<file path="src/rtl/strap_pkg.sv">
package strap_pkg;
  typedef enum logic [1:0] {
    ST_RESET    = 2'd0,
    ST_SENSE    = 2'd1,
    ST_WAIT_CLK = 2'd2,
    ST_LOCKED   = 2'd3
  } seq_state_t;
endpackage

</file>
<file path="src/rtl/strap_sampler.sv">
// Runs the timed sensing window: samples the packed codes at evenly spaced
// points and flags, on the final cycle, whether the final two samples agree.
module strap_sampler #(
  parameter int BUS_W     = 9,
  parameter int SENSE_CYC = 500,
  parameter int SAMPLES   = 4
) (
  input  logic             clk,
  input  logic             rst_n,
  input  logic             run,
  input  logic [BUS_W-1:0] codes,
  output logic             win_end,
  output logic             agree
);
  localparam int SP   = SENSE_CYC / SAMPLES;
  localparam int WIN  = SP * SAMPLES;
  localparam int CW   = $clog2(WIN);
  localparam int PW   = (SP > 1) ? $clog2(SP) : 1;

  logic [CW-1:0]    cnt;
  logic [PW-1:0]    phase;
  logic [BUS_W-1:0] prev;

  always_ff @(posedge clk) begin
    if (!rst_n || !run) begin
      cnt   <= '0;
      phase <= '0;
      if (!rst_n) prev <= '0;
    end else begin
      cnt <= win_end ? '0 : cnt + 1'b1;
      if (phase == PW'(SP - 1)) begin
        phase <= '0;
        prev  <= codes;
      end else begin
        phase <= phase + 1'b1;
      end
    end
  end

  // The final sample is the live code on the last cycle; prev holds the one before.
  assign win_end = run && (cnt == CW'(WIN - 1));
  assign agree   = (codes == prev);
endmodule

</file>
<file path="src/rtl/clk_activity_mon.sv">
// Counts consecutive fixed-length windows in which every clock showed activity.
module clk_activity_mon #(
  parameter int NUM_CLK     = 2,
  parameter int ACT_TIMEOUT = 32,
  parameter int STABLE_WIN  = 4
) (
  input  logic               clk,
  input  logic               rst_n,
  input  logic [NUM_CLK-1:0] act,
  output logic               stable
);
  localparam int TW = $clog2(ACT_TIMEOUT);
  localparam int GW = $clog2(STABLE_WIN + 1);

  logic [TW-1:0]      win_cnt;
  logic [GW-1:0]      good_cnt;
  logic [NUM_CLK-1:0] seen;
  logic               win_last;

  assign win_last = (win_cnt == TW'(ACT_TIMEOUT - 1));

  always_ff @(posedge clk) begin
    if (!rst_n) win_cnt <= '0;
    else        win_cnt <= win_last ? '0 : win_cnt + 1'b1;
  end

  for (genvar i = 0; i < NUM_CLK; i++) begin : g_seen
    always_ff @(posedge clk) begin
      if (!rst_n || win_last) seen[i] <= 1'b0;
      else if (act[i])        seen[i] <= 1'b1;
    end
  end

  always_ff @(posedge clk) begin
    if (!rst_n) begin
      good_cnt <= '0;
    end else if (win_last) begin
      if (&(seen | act)) begin
        if (good_cnt != GW'(STABLE_WIN)) good_cnt <= good_cnt + 1'b1;
      end else begin
        good_cnt <= '0;
      end
    end
  end

  assign stable = (good_cnt == GW'(STABLE_WIN));
endmodule

</file>
<file path="src/rtl/strap_lock_seq.sv">
module strap_lock_seq
  import strap_pkg::*;
#(
  parameter int CODE_W      = 3,
  parameter int NUM_CLK     = 2,
  parameter int SENSE_CYC   = 500,
  parameter int SAMPLES     = 4,
  parameter int ACT_TIMEOUT = 32,
  parameter int STABLE_WIN  = 4
) (
  input  logic               clk,
  input  logic               rst_n,
  input  logic [CODE_W-1:0]  role_code,
  input  logic [CODE_W-1:0]  ifmt_code,
  input  logic [CODE_W-1:0]  ofmt_code,
  input  logic [NUM_CLK-1:0] clk_act,
  output logic [CODE_W-1:0]  cfg_role,
  output logic [CODE_W-1:0]  cfg_ifmt,
  output logic [CODE_W-1:0]  cfg_ofmt,
  output logic               cfg_valid,
  output logic               mute,
  output logic               unlock
);
  localparam int BUS_W = 3 * CODE_W;

  seq_state_t       state, state_nx;
  logic [BUS_W-1:0] code_bus;
  logic             win_end, agree, mon_stable, capture;

  assign code_bus = {role_code, ifmt_code, ofmt_code};

  strap_sampler #(
    .BUS_W(BUS_W), .SENSE_CYC(SENSE_CYC), .SAMPLES(SAMPLES)
  ) u_sampler (
    .clk(clk), .rst_n(rst_n), .run(state == ST_SENSE),
    .codes(code_bus), .win_end(win_end), .agree(agree)
  );

  clk_activity_mon #(
    .NUM_CLK(NUM_CLK), .ACT_TIMEOUT(ACT_TIMEOUT), .STABLE_WIN(STABLE_WIN)
  ) u_mon (
    .clk(clk), .rst_n(rst_n), .act(clk_act), .stable(mon_stable)
  );

  assign capture = win_end && agree;

  always_comb begin
    state_nx = state;
    unique case (state)
      ST_RESET:    state_nx = ST_SENSE;
      ST_SENSE:    if (capture) state_nx = ST_WAIT_CLK;
      ST_WAIT_CLK: if (mon_stable) state_nx = ST_LOCKED;
      ST_LOCKED:   if (!mon_stable) state_nx = ST_WAIT_CLK;
      default:     state_nx = ST_RESET;
    endcase
  end

  always_ff @(posedge clk) begin
    if (!rst_n) begin
      state     <= ST_RESET;
      cfg_role  <= '0;
      cfg_ifmt  <= '0;
      cfg_ofmt  <= '0;
      cfg_valid <= 1'b0;
    end else begin
      state <= state_nx;
      if (state == ST_SENSE && capture) begin
        cfg_role  <= role_code;
        cfg_ifmt  <= ifmt_code;
        cfg_ofmt  <= ofmt_code;
        cfg_valid <= 1'b1;
      end
    end
  end

  assign unlock = (state != ST_LOCKED);
  assign mute   = unlock;
endmodule

</file>
<file path="config.mk">
export PLATFORM = sky130hd
export DESIGN_NAME = strap_lock_seq
export DESIGN_NICKNAME = d
export VERILOG_FILES = /design/src/rtl/strap_pkg.sv /design/src/rtl/strap_sampler.sv /design/src/rtl/clk_activity_mon.sv /design/src/rtl/strap_lock_seq.sv
export SDC_FILE = /design/constraint.sdc
export NUM_CORES = 1
export LEC_CHECK = 0
export ABC_AREA = 0
export BUFFER_PORTS_ARGS = -buffer_cell sky130_fd_sc_hd__buf_4
export CAP_MARGIN = 20
export CORE_MARGIN = 2
export CORE_UTILIZATION = 45
export CTS_CLUSTER_DIAMETER = 60
export CTS_CLUSTER_SIZE = 30
export DETAILED_ROUTE_END_ITERATION = 10
export HOLD_SLACK_MARGIN = 0.05
export PLACE_DENSITY = 0.61
export REMOVE_ABC_BUFFERS = 1
export SLEW_MARGIN = 0
export SYNTH_ARGS = -nofsm -noshare
export SYNTH_HDL_FRONTEND = slang
export SYNTH_SLANG_ARGS = --single-unit
</file>
<file path="constraint.sdc">
create_clock -name clk -period 4.7 [get_ports clk]
set_clock_uncertainty 0.15 [all_clocks]
set_input_delay 0.705 -clock clk [delete_from_list [all_inputs] [get_ports clk]]
set_output_delay 0.705 -clock clk [all_outputs]
set_load 0.02 [all_outputs]
</file>
* Word level (Yosys, flattened, before mapping)
Cells that the tools add are included.
** Word-level totals
- Output and inout bits :: 12
- Input bits :: 13
- Register bits after elaboration :: 47
- Word-level logic and storage cells :: 58
** Cells by class
- Multiplexer cells :: 9
- Equality and inequality tests :: 15
- Add/sub/neg operators :: 4
- Bitwise operators :: 2
- Reduce and logical (&&, ||, !) cells :: 16
** Operators with widths (count)
- $mux 9 :: 3
- $ne 2x2->1 const B :: 6
- $add 9x1->9 const B :: 1
- $eq 9x9->1 :: 1
- $eq 9x9->1 const B :: 1
- $pmux 2 s4 :: 1
- $add 7x1->7 const B :: 1
- $eq 7x7->1 const B :: 1
- $mux 2 :: 3
- $mux 3 :: 2
- $reduce_and 2->1 :: 3
- $reduce_or 2->1 :: 3
- $add 5x1->5 const B :: 1
- $eq 5x5->1 const B :: 1
- $eq 2x2->1 const B :: 2
- $add 3x1->3 const B :: 1
- $eq 3x3->1 const B :: 1
- $logic_and 1x1->1 :: 3
- $ne 3x3->1 const B :: 1
- $reduce_and 3->1 :: 1
- $eq 2x1->1 const B :: 1
- $logic_not 1->1 :: 2
- $logic_not 2->1 :: 1
- $logic_or 1x1->1 :: 2
- other kinds (3) :: 3

* Depth between registers and ports, before layout
Gate-level depths: netlist of run 1.
- Depth in word-level cells :: 5
- Gate-level depth with buffers :: 6
- Depth with buffers taken out :: 6

* By module
From an unflattened synthesis of run 1, not the netlist that was laid out.
** Unflattened totals
- Cells, all modules :: 209
- Area, all modules :: 2114.5 sq um
** By module, submodules not included
- strap_sampler :: area an instance 1193.6 sq um, seq. area each 590.6 sq um, instances 1, cells an instance 115
- strap_lock_seq :: area an instance 496.7 sq um, seq. area each 240.2 sq um, instances 1, cells an instance 52
- clk_activity_mon :: area an instance 424.2 sq um, seq. area each 200.2 sq um, instances 1, cells an instance 42

* Worst setup path before layout of run 1
No wires, ideal clock.
- Kind :: in2reg
- Start :: input port rst_n
- End :: register u_sampler.prev[0], enable pin
- Setup slack :: 2624 ps
- Library setup time :: 372 ps
- Stages :: 3
- Required time :: 4178 ps
- Path buffers :: 2
- Arrival :: 1554 ps
- Cells stage by stage :: clkbuf_1 > clkbuf_1 > o21ai_0
** On the way
- Cells in the longest elaborated chain, start to end :: 4
- Elaborated cells on any way between the ends :: 5
- Classes of those cells :: eq/ne: 1; reduce/logical: 4
** Ends and longest elaborated chain
- start, declared :: RTL line strap_lock_seq.sv:12 : input logic rst_n,
- $logic_not 1->1
- $logic_or 1x1->1 :: RTL line strap_sampler.sv:25 : if (!rst_n || !run) begin
- $ne 2x2->1 (no line) / $reduce_bool 2->1 (equally long branches)
- $reduce_and 2->1 (no line) *
- end signal, assigned :: RTL line strap_sampler.sv:33 : prev <= codes;
- end, declared :: RTL line strap_sampler.sv:22 : logic [BUS_W-1:0] prev;
Mark *: on every way between the ends. The rest lies on a longest branch, timed or not.
A chain may end at the register's enable or synchronous reset.

* Worst setup path after layout of run 1
- Start :: register u_sampler.cnt[0]
- End :: register cfg_ifmt[0]
** On the way
- Cells in the longest elaborated chain, start to end :: 4
** Ends and longest elaborated chain
- start, declared :: RTL line strap_sampler.sv:20 : logic [CW-1:0] cnt;
- start signal, assigned :: RTL line strap_sampler.sv:30 : cnt <= win_end ? '0 : cnt + 1'b1;
- $eq 9x9->1 :: RTL line strap_sampler.sv:41 : assign win_end = run && (cnt == CW'(WIN - 1));
- $logic_and 1x1->1 :: RTL line strap_sampler.sv:41
- $logic_and 1x1->1 :: RTL line strap_lock_seq.sv:45 : assign capture = win_end && agree;
- $logic_and 1x1->1 :: RTL line strap_lock_seq.sv:67 : if (state == ST_SENSE && capture) begin
- end signal, assigned :: RTL line strap_lock_seq.sv:69 : cfg_ifmt <= ifmt_code;
- end, declared :: RTL line strap_lock_seq.sv:18 : output logic [CODE_W-1:0] cfg_ifmt,
Every way passes these cells.

==> run_results.csv, run 1 <==
group,metric,value,unit
drt,drc_errors,0,
setup_path,rr_worst_depth,5,
drt,wire_per_inst,12.8,um
setup_path,crit_type,"flip-flop to flip-flop",
clock_network,clk_latency,0.30,ns
sta,max_freq,0.443,GHz
synth,synth_top_area_share,0.383,
sta,setup_viol,0,
sta,setup-tns-final,0,ns
synth,ys_seq_elements,47,
setup_path,crit_start,"u_sampler.cnt[0]",
worst_hold_path,whs_path_depth,1,
setup_path,worstPathRequired,4.78,ns
clock_network,clockBufferDepth,2,
floorplan,die_w,70.5,um
grt,grt_pass1_vias,1459,
synth,synth_area_per_cell,9.99,sq um
power,p_sw,155,uW
clock_network,cts-root-buf,"clkbuf_8",
synth,synth_compound_area_frac,0.0214,
synth,synth_warnings,0,
power,pwr_density_cell,311,nW/um^2
synth,yosysTopAreaCell,"dfxtp_1",
final_layout,layout-drive-gt1-share,0.155,
clock_network,holdBufCountCts,0,
setup_path,cp_max_fo,12,
floorplan,initial_utilization,0.463,
sta,final_hold_viol_count,0,
synth,synth.area.top_cells,"dfxtp_1 (38%), edfxtp_1 (14%), xnor2_1 (7.5%)",
synth,synth_xor_area_frac,0.106,
synth,async_reset_ff_frac,0,
sta,finalCritPeriodShare,0.481,
drt,viasPerCell,5.00,
clock_network,cts_buffers,5,
clock_network,cts_setup_buffers,0,
synth,ys_types,28,
grt,grt_usage,0.162,
synth,yosys-mux-area-fraction,0.0453,
sta,relSlewSlack,0.366,
clock_network,cts_tree,"done",
grt,grt_max_degree,26,
synth,synth_top_family_by_area,"simple AND/OR/NAND/NOR gates",
power,p_leak,0.914,nW
sta,worstMarginPinSlew,0.944,ns
placement,place_hpwl,2670,um
drt,vias,1389,
drt,drt_iter0_markers,75,
synth,yosys_most_used_dff,"dfxtp_1",
drt,ant_nets,0,
power,p_clk_frac,0.341,
synth,synth_enable_flop_cells,9,
sta,hold_slack,0.311,ns
grt,grt_pass1_wl,6430,um
setup_path,crit_arrival,2.33,ns
setup_path,reg2reg_from,"u_sampler.cnt[0]",
worst_hold_path,hold_path_class,"flip-flop to flip-flop",
final_layout,final_common_cell,"dfxtp_1",
power,swShare,0.217,
synth,netlist_instances,199,
worst_hold_path,hp-start,"u_mon.win_cnt[0]",
drt,wl,3550,um
floorplan,dieHeight,70.5,um
job,max-cap-violations,0,
clock_network,clock-sinks,47,
clock_network,cts_max_level,2,
power,internal_power,560,uW
sta,rsz0062_at_grt,"false",
floorplan,num_io_pins,25,
drt,dr.pass1.iters,4,
power,p_seq_frac,0.597,
run_status,outcome,"completed",
grt,grt_overflow,0,
clock_network,clk_pin_slew,0.08,ns
final_layout,syn2layout_area_growth,15.6,%
floorplan,rows,24,
sta,slew_viol_final,0,
setup_path,start_kind,"flip-flop",
setup_path,crit_path_end_kind,"flip-flop",
sta,period_needed,2.26,ns
power,p_comb_frac,0.062,
synth,ys_seq_area_frac,0.519,
placement,port_buffers,24,
floorplan,die-area,4970,sq um
synth,synthSimpleGateAreaFrac,0.235,
synth,synthAdderAreaFrac,0.0441,
final_layout,final_net_count,245,
clock_network,post_cts_resized,0,
final_layout,n_antenna_cell,0,
grt,antenna_found_initial,0,
final_layout,final_cell_mix,"dfxtp_1 (38), nand2_1 (30), nor2_1 (27), buf_4 (25), xnor2_1 (17)",
floorplan,core,4290,sq um
placement,gp_congestion,0.762,
power,irDropWorstVdd,0.000157,V
synth,syn_area,1990,sq um
-- area by class of cell --
| cell class | instances | area [sq um] |
|---|---|---|
| clock buffer | 7 | 86.3 |
| clock inverter | 1 | 5.00 |
| fill | 401 | 2000 |
| inverter | 7 | 26.3 |
| multi-input combinational | 139 | 897 |
| sequential | 47 | 1030 |
| tap | 52 | 65.1 |
| timing repair buffer | 25 | 188 |
-- routing by layer --
layer	GRT usage	wire, um	share of wire	up-vias
met5	0	0	0	-
met4	0.0577	48	0.014	0
met3	0.0361	131	0.037	5
met2	0.286	1790	0.50	20
met1	0.191	1580	0.45	654
li1	-	-	-	710
-- cell families (layout without fill, tap and decap cells) --
family,Yosys count,in the layout
XOR/XNOR,24,24
AND/OR/NAND/NOR,92,92
flip-flops,47,47
buffers and inverters,13,40
multiplexers,9,9
adder cells (fa/ha/maj),7,7
AO/OA/AOI/OAI,7,7
-- path summary, 6_finish.rpt --
path,to,slack [ns]
max,cfg_ifmt[0],2.44
min,u_mon.win_cnt[0],0.31
max reg2reg,cfg_ifmt[0],2.44
min reg2reg,u_mon.win_cnt[0],0.31
-- synthesized netlist by cell type (all sizes together) (2+ instances only) --
library cell / instances
edfxtp: 9
nand4: 4
nor2: 27
mux2i: 9
a21oi: 2
and2: 9
nand2b: 3
and3: 6
buf: 2
clkbuf: 4
dfxtp: 38
ha: 7
inv: 7
nand2: 30
o21a: 2
o21ai: 2
xor2: 7
nand3: 7
and4: 2
xnor2: 17
-- power by group through the flow --
stage                     clock network, mW  registers, mW  logic [mW]
after floorplan                           0          0.435      0.0251
after global placement                    0          0.435      0.0424
after detailed placement                  0          0.436      0.0451
after CTS                             0.254          0.427      0.0453
after global routing                  0.270          0.428      0.0510
final                                 0.244          0.427      0.0446
-- sequential cells by signal, indices dropped and copies added, names as in the netlist, 3 cells and up --
name	flops
u_mon.win_cnt	5
u_sampler.phase	7
u_mon.good_cnt	3
cfg_role	3
cfg_ofmt	3
u_sampler.cnt	9
u_sampler.prev	9
cfg_ifmt	3
-- through the flow --
step | worst slack [ns] | area (sq um) | instances | utilization | total power, mW
after floorplan | 2.58 | 1950 | 193 | - | 0.460
after detailed placement | 2.21 | 2210 | 270 | 0.514 | 0.481
after global placement | 2.27 | 2210 | 270 | 0.514 | 0.478
after CTS | 2.42 | 2300 | 278 | 0.535 | 0.726
final | 2.44 | 2300 | 278 | 0.535 | 0.715
after global routing | 2.26 | 2300 | 278 | 0.535 | 0.749
-- worst max-delay path, stage by stage, from the launching register on --
cell	delay (ns)
dfxtp_1	0.37
ha_1	0.24
and4bb_1	0.27
nand4_2	0.15
nor4_4	0.73
mux2i_1	0.26
Power figures use the tool's default switching activity.
==> run 2, diff against run 1 <==
--- a/config.mk
+++ b/config.mk
@@ -5,7 +5,7 @@
 export SDC_FILE = /design/constraint.sdc
 export NUM_CORES = 1
 export LEC_CHECK = 0
-export ABC_AREA = 0
+export ABC_AREA = 1
 export BUFFER_PORTS_ARGS = -buffer_cell sky130_fd_sc_hd__buf_4
 export CAP_MARGIN = 20
 export CORE_MARGIN = 2
==> constraint.sdc (replaced) <==
create_clock -name clk -period 2.09 [get_ports clk]
set_clock_uncertainty 0.15 [all_clocks]
set_input_delay 0.3135 -clock clk [delete_from_list [all_inputs] [get_ports clk]]
set_output_delay 0.3135 -clock clk [all_outputs]
set_load 0.02 [all_outputs]
==> run 2 against run 1 <==
  * Power grew 130%
  * Die area grew 12%
  * Area after synthesis grew 13%
  * Design area grew 11%
  * Sequential share of layout area shrank 4.6 points
  * First-iteration DRC count grew 15%
  * Setup slack lost 2.1 ns
  * Synthesized cell count grew 44%
  * Sequential power grew 120%
  * Critical path depth grew 2
  * Critical path type unchanged
  * Critical endpoint is now u_mon.win_cnt[3]
  * Largest power group unchanged
==> run_results.csv, run 2 <==
group,metric,value,unit
synth,syn_area,2240,sq um
sta,relSlewSlack,0.680,
setup_path,cp_max_fo,7,
grt,grt_pass1_wl,7090,um
synth,synth_compound_area_frac,0.0749,
setup_path,cp_top_family,"simple AND/OR/NAND/NOR gates",
final_layout,multi_input_area,1010,sq um
grt,grt_max_degree,19,
synth,synth_xor_area_frac,0.0117,
grt,antenna_found_initial,0,
sta,worstMarginPinSlew,0.479,ns
floorplan,die_w,74.5,um
final_layout,reg.largest.list,"u_sampler.cnt x9, u_sampler.prev x9, u_sampler.phase x7",
power,pwr_density_cell,633,nW/um^2
setup_path,max_stage_delay,0.38,ns
sta,setup_viol,0,
clock_network,post_cts_resized,0,
sta,max_freq,0.577,GHz
clock_network,cts_tree,"done",
setup_path,start_kind,"flip-flop",
synth,yosys-mux-area-fraction,0,
clock_network,clockBufferDepth,2,
setup_path,crit_type,"flip-flop to flip-flop",
final_layout,final_cell_mix,"nand2_1 (63), nor2_1 (50), dfxtp_1 (38), inv_1 (34), buf_4 (26)",
setup_path,crit_arrival,1.82,ns
setup_path,crit_path_end_kind,"flip-flop",
power,irDropWorstVdd,0.000342,V
final_layout,n_antenna_cell,0,
final_layout,layout-drive-gt1-share,0.194,
synth,ys_types,36,
floorplan,rows,25,
synth,synth_warnings,0,
synth,yosysTopAreaCell,"dfxtp_1",
placement,port_buffers,24,
synth,ys_seq_area_frac,0.461,
synth,synthSimpleGateAreaFrac,0.328,
synth,synthTopCellsByCount,"nand2_1 (63), nor2_1 (50), dfxtp_1 (38), inv_1 (34), nand3_1 (17)",
grt,grt_pass1_vias,1666,
sta,final_hold_viol_count,0,
sta,rsz0062_at_grt,"false",
floorplan,core,4750,sq um
drt,viasPerCell,4.60,
sta,slew_viol_final,0,
floorplan,initial_utilization,0.471,
final_layout,final_net_count,334,
drt,vias,1759,
clock_network,holdBufCountCts,0,
synth,netlist_instances,286,
floorplan,dieHeight,74.5,um
setup_path,worstPathRequired,2.18,ns
drt,drt_iter0_markers,86,
sta,period_needed,1.73,ns
clock_network,cts_max_level,2,
power,p_leak,1.13,nW
synth,synth.area.top_cells,"dfxtp_1 (34%), edfxtp_1 (12%), nand2_1 (11%)",
drt,wire_per_inst,10.7,um
sta,setup-tns-final,0,ns
sta,postLayoutSetupSlackWorst,0.358,ns
synth,synth_top_family_by_area,"simple AND/OR/NAND/NOR gates",
placement,place_hpwl,3080,um
clock_network,clk_latency,0.30,ns
final_layout,final_common_cell,"nand2_1",
job,max-cap-violations,0,
placement,gp_congestion,0.838,
synth,synth_enable_flop_cells,9,
setup_path,crit_buf_inv,0,
worst_hold_path,hold_path_class,"primary input to flip-flop",
synth,synthAdderAreaFrac,0.0391,
drt,drc_errors,0,
floorplan,die-area,5550,sq um
setup_path,path_cells,"ha_1 -> nand2_1 -> nor2_1 -> ha_1 -> or2_2 -> a21oi_1 -> o21a_1",
synth,yosys_most_used_dff,"dfxtp_1",
final_layout,nFillCells,501,
synth,async_reset_ff_frac,0,
final_layout,syn2layout_area_growth,14.3,%
setup_path,path_common_cell,"ha_1",
clock_network,clk_pin_slew,0.09,ns
clock_network,cts_setup_buffers,0,
final_layout,seq_area,1030,sq um
clock_network,cts-root-buf,"clkbuf_8",
grt,grt_usage,0.167,
run_status,outcome,"completed",
drt,ant_nets,0,
synth,synth_most_common_cell,"nand2_1",
placement,place_ws,0.270,ns
floorplan,num_io_pins,25,
setup_path,cp_slowest_cell,"or2_2",
synth,ys_seq_elements,47,
synth,synth_area_per_cell,7.83,sq um
clock_network,clock-sinks,47,
clock_network,cts_buffers,5,
sta,finalCritPeriodShare,0.829,
synth,synth_top_area_share,0.340,
drt,wl,4080,um
drt,dr.pass1.iters,4,
grt,grt_overflow,0,
-- run 2: path summary, 6_finish.rpt --
kind                    startpoint                to  slack, ns  cells after the start
setup / recovery  u_mon.win_cnt[0]  u_mon.win_cnt[3]       0.36                      7
hold / removal          clk_act[1]     u_mon.seen[1]       0.08                      3
setup reg to reg  u_mon.win_cnt[0]  u_mon.win_cnt[3]       0.36                      7
hold reg to reg   u_sampler.cnt[0]  u_sampler.cnt[0]       0.31                      1
-- run 2: where the power goes --
part           internal, mW  switching [mW]
Combinational        0.0471          0.0753
Sequential            0.945          0.0117
Clock                 0.236           0.305
Total                  1.23           0.392
-- run 2: per-layer routing --
metal,global-route usage,vias up,share of wire,wire (um)
met5,0,-,0,0
met4,0.0575,0,0.013,52
met3,0.0407,7,0.044,178
met2,0.265,25,0.45,1820
met1,0.223,772,0.50,2020
li1,-,955,-,-
-- run 2: logic make-up (layout without fill, tap and decap cells) --
family,count (synthesis),after routing
adders and majority gates,7,7
and+or+nand+nor,160,160
AOI/OAI and AO/OA,25,25
DFF,47,47
buffers and inverters,44,73
xor gates and xnor gates,3,3
-- run 2: stage by stage --
stage | instances | power (mW) | hold slack (ns) | util | instance area, sq um
floorplan | 281 | 1.06 | 0.268 | - | 2190
finish | 382 | 1.62 | 0.0797 | 0.538 | 2560
detailed placement | 374 | 1.10 | 0.294 | 0.520 | 2470
global route | 382 | 1.70 | 0.118 | 0.538 | 2560
CTS | 382 | 1.65 | 0.0727 | 0.538 | 2560
global placement | 374 | 1.10 | 0.283 | 0.520 | 2470
-- run 2: worst reg2reg max path, delay by kind of cell (launching register included) --
family          cells  cell delay, ns
fa+ha+maj           2            0.43
simple gates        3            0.50
compound gates      2            0.27
flops               1            0.33
-- run 2: cell type report --
| cell class | count | area share |
|---|---|---|
| inverter | 39 | 0.0572 |
| timing repair buffer | 26 | 0.0763 |
| multi-input combinational | 195 | 0.397 |
| clock buffer | 5 | 0.0269 |
| sequential | 47 | 0.403 |
| clock inverter | 3 | 0.00733 |
| tap | 67 | 0.0328 |
==> run 3, diff against run 2 <==
==> constraint.sdc (replaced) <==
create_clock -name clk -period 1.8 [get_ports clk]
set_clock_uncertainty 0.15 [all_clocks]
set_input_delay 0.27 -clock clk [delete_from_list [all_inputs] [get_ports clk]]
set_output_delay 0.27 -clock clk [all_outputs]
set_load 0.02 [all_outputs]
==> run 3 against run 2 <==
  * Critical path type unchanged
  * Sequential share of layout area down 1.4 points
  * Sequential cell count unchanged
  * Clock-buffer cell count up 2
  * Cell count up 1.8%
  * Design area up 3.6%
  * Maximum frequency up 3.4%
==> run_results.csv, run 3 (synthesized netlist as in run 2, its figures left out) <==
group,metric,value,unit
run_status,outcome,"completed",
setup_path,crit_path_end_kind,"flip-flop",
setup_path,rr_worst_depth,7,
clock_network,clk_pin_slew,0.08,ns
final_layout,final_cell_mix,"nand2_1 (63), nor2_1 (49), dfxtp_1 (37), inv_1 (34), buf_4 (29)",
sta,postLayoutSetupSlackWorst,0.124,ns
final_layout,final_common_cell,"nand2_1",
clock_network,cts-root-buf,"clkbuf_8",
setup_path,crit_type,"flip-flop to flip-flop",
clock_network,clk_latency,0.30,ns
clock_network,cts_buffers,5,
power,p_leak,1.16,nW
power,pwr_density_cell,722,nW/um^2
floorplan,initial_utilization,0.471,
final_layout,final_net_count,341,
drt,drt_iter0_markers,97,
sta,worstMarginPinSlew,0.321,ns
job,max-cap-violations,0,
power,internal_power,1.47,mW
floorplan,dieHeight,74.5,um
final_layout,finalInstanceArea,2650,sq um
placement,dpl.cell_count,377,
setup_path,start_kind,"flip-flop",
sta,relSlewSlack,0.785,
final_layout,n_antenna_cell,0,
final_layout,syn2layout_area_growth,18.4,%
clock_network,cts_max_level,2,
grt,grt_usage,0.166,
drt,dr.pass1.iters,4,
placement,place_ws,0.118,ns
final_layout,seq_area,1030,sq um
setup_path,reg2reg_slack,0.12,ns
power,p_seq_frac,0.580,
final_layout,multi_input_area,1020,sq um
floorplan,die-area,5550,sq um
worst_hold_path,whs_path_depth,3,
final_layout,fin_cells,389,
drt,ant_nets,0,
sta,max_freq,0.597,GHz
sta,period_needed,1.68,ns
sta,hold_slack,0.117,ns
sta,setup_viol,0,
drt,vias,1814,
worst_hold_path,hold_path_class,"primary input to flip-flop",
floorplan,core,4750,sq um
placement,gp_congestion,0.771,
final_layout,nFillCells,469,
drt,drc_errors,0,
floorplan,num_io_pins,25,
sta,rsz0062_at_grt,"false",
clock_network,cts_tree,"done",
setup_path,worstPathRequired,1.90,ns
final_layout,reg.largest.list,"u_sampler.cnt x9, u_sampler.prev x9, u_sampler.phase x7",
setup_path,crit_arrival,1.77,ns
worst_hold_path,hp-start,"rst_n",
placement,place_hpwl,3040,um
grt,antenna_found_initial,0,
grt,grt_pass1_wl,7010,um
drt,viasPerCell,4.66,
grt,grt_overflow,0,
setup_path,reg2reg_from,"u_mon.win_cnt[0]",
drt,wire_per_inst,10.6,um
setup_path,r2r-end,"u_mon.win_cnt[3]",
grt,grt_max_degree,19,
placement,dpl-instance-area,2510,sq um
drt,wl,4130,um
floorplan,die_w,74.5,um
power,p_sw,445,uW
final_layout,layout-drive-gt1-share,0.211,
worst_hold_path,hold_path_end,"cfg_valid",
grt,grt_pass1_vias,1586,
sta,finalCritPeriodShare,0.931,
clock_network,clockBufferDepth,2,
power,p_clk_frac,0.340,
sta,setup-tns-final,0,ns
clock_network,clock-sinks,47,
power,p_comb_frac,0.080,
setup_path,cp_max_fo,7,
sta,slew_viol_final,0,
floorplan,rows,25,
power,swShare,0.232,
placement,port_buffers,24,
power,irDropWorstVdd,0.000454,V
sta,final_hold_viol_count,0,
-- run 3: layer usage --
metal,global-route usage,share of wire,up-vias
met3,0.0407,0.039,6
li1,-,-,975
met1,0.215,0.48,798
met4,0.0595,0.014,0
met5,0,0,-
met2,0.269,0.47,35
-- run 3: area by class of cell --
| cell class | instances | share of cell area |
|---|---|---|
| clock inverters | 1 | 0.00189 |
| clock buffers | 7 | 0.0326 |
| repair buffers | 33 | 0.105 |
| flip-flops and latches | 47 | 0.389 |
| inverters | 39 | 0.0552 |
| well taps | 67 | 0.0316 |
| multi-input cells | 195 | 0.385 |
-- run 3: through the flow --
stage | util | total power [mW]
6_report | 0.558 | 1.92
5_1_grt | 0.558 | 2.01
4_1_cts | 0.551 | 1.93
3_5_place_dp | 0.527 | 1.29
3_3_place_gp | 0.527 | 1.28
2_1_floorplan | - | 1.23
-- run 3: critical path, stage by stage, from the launching register on --
cell and delay (ns):
dfxtp_2 0.33, ha_1 0.20, nand2_1 0.09, nor2_2 0.04, ha_2 0.20, or2_2 0.36, a21oi_1 0.13, o21a_1 0.12
-- run 3: power by group through the flow --
stage | Sequential (mW) | Combinational [mW] | Clock [mW]
3_3_place_gp | 1.13 | 0.149 | 0
4_1_cts | 1.11 | 0.156 | 0.667
6_report | 1.11 | 0.153 | 0.651
2_1_floorplan | 1.13 | 0.0928 | 0
3_5_place_dp | 1.14 | 0.151 | 0
5_1_grt | 1.12 | 0.176 | 0.714
-- run 3: worst max-delay path by stage --
stage / start / to / slack (ns)
final: u_mon.win_cnt[0] / u_mon.win_cnt[3] / 0.12
after CTS: u_sampler.cnt[0] / cfg_role[2] / 0.10
after global routing: u_sampler.cnt[0] / cfg_ifmt[2] / 0.02
after detailed placement: u_sampler.cnt[0] / cfg_role[1] / 0.12
after floorplan: state[1] / u_sampler.prev[0] / -0.16
after global placement: u_sampler.cnt[0] / cfg_role[2] / 0.15
-- run 3: what timing repair did --
item                       CTS  global route
gates resized for setup      0             3
hold buffers                 2             0
hold endpoints to repair     2             0
setup buffers                0             2
setup endpoints to repair    0             9
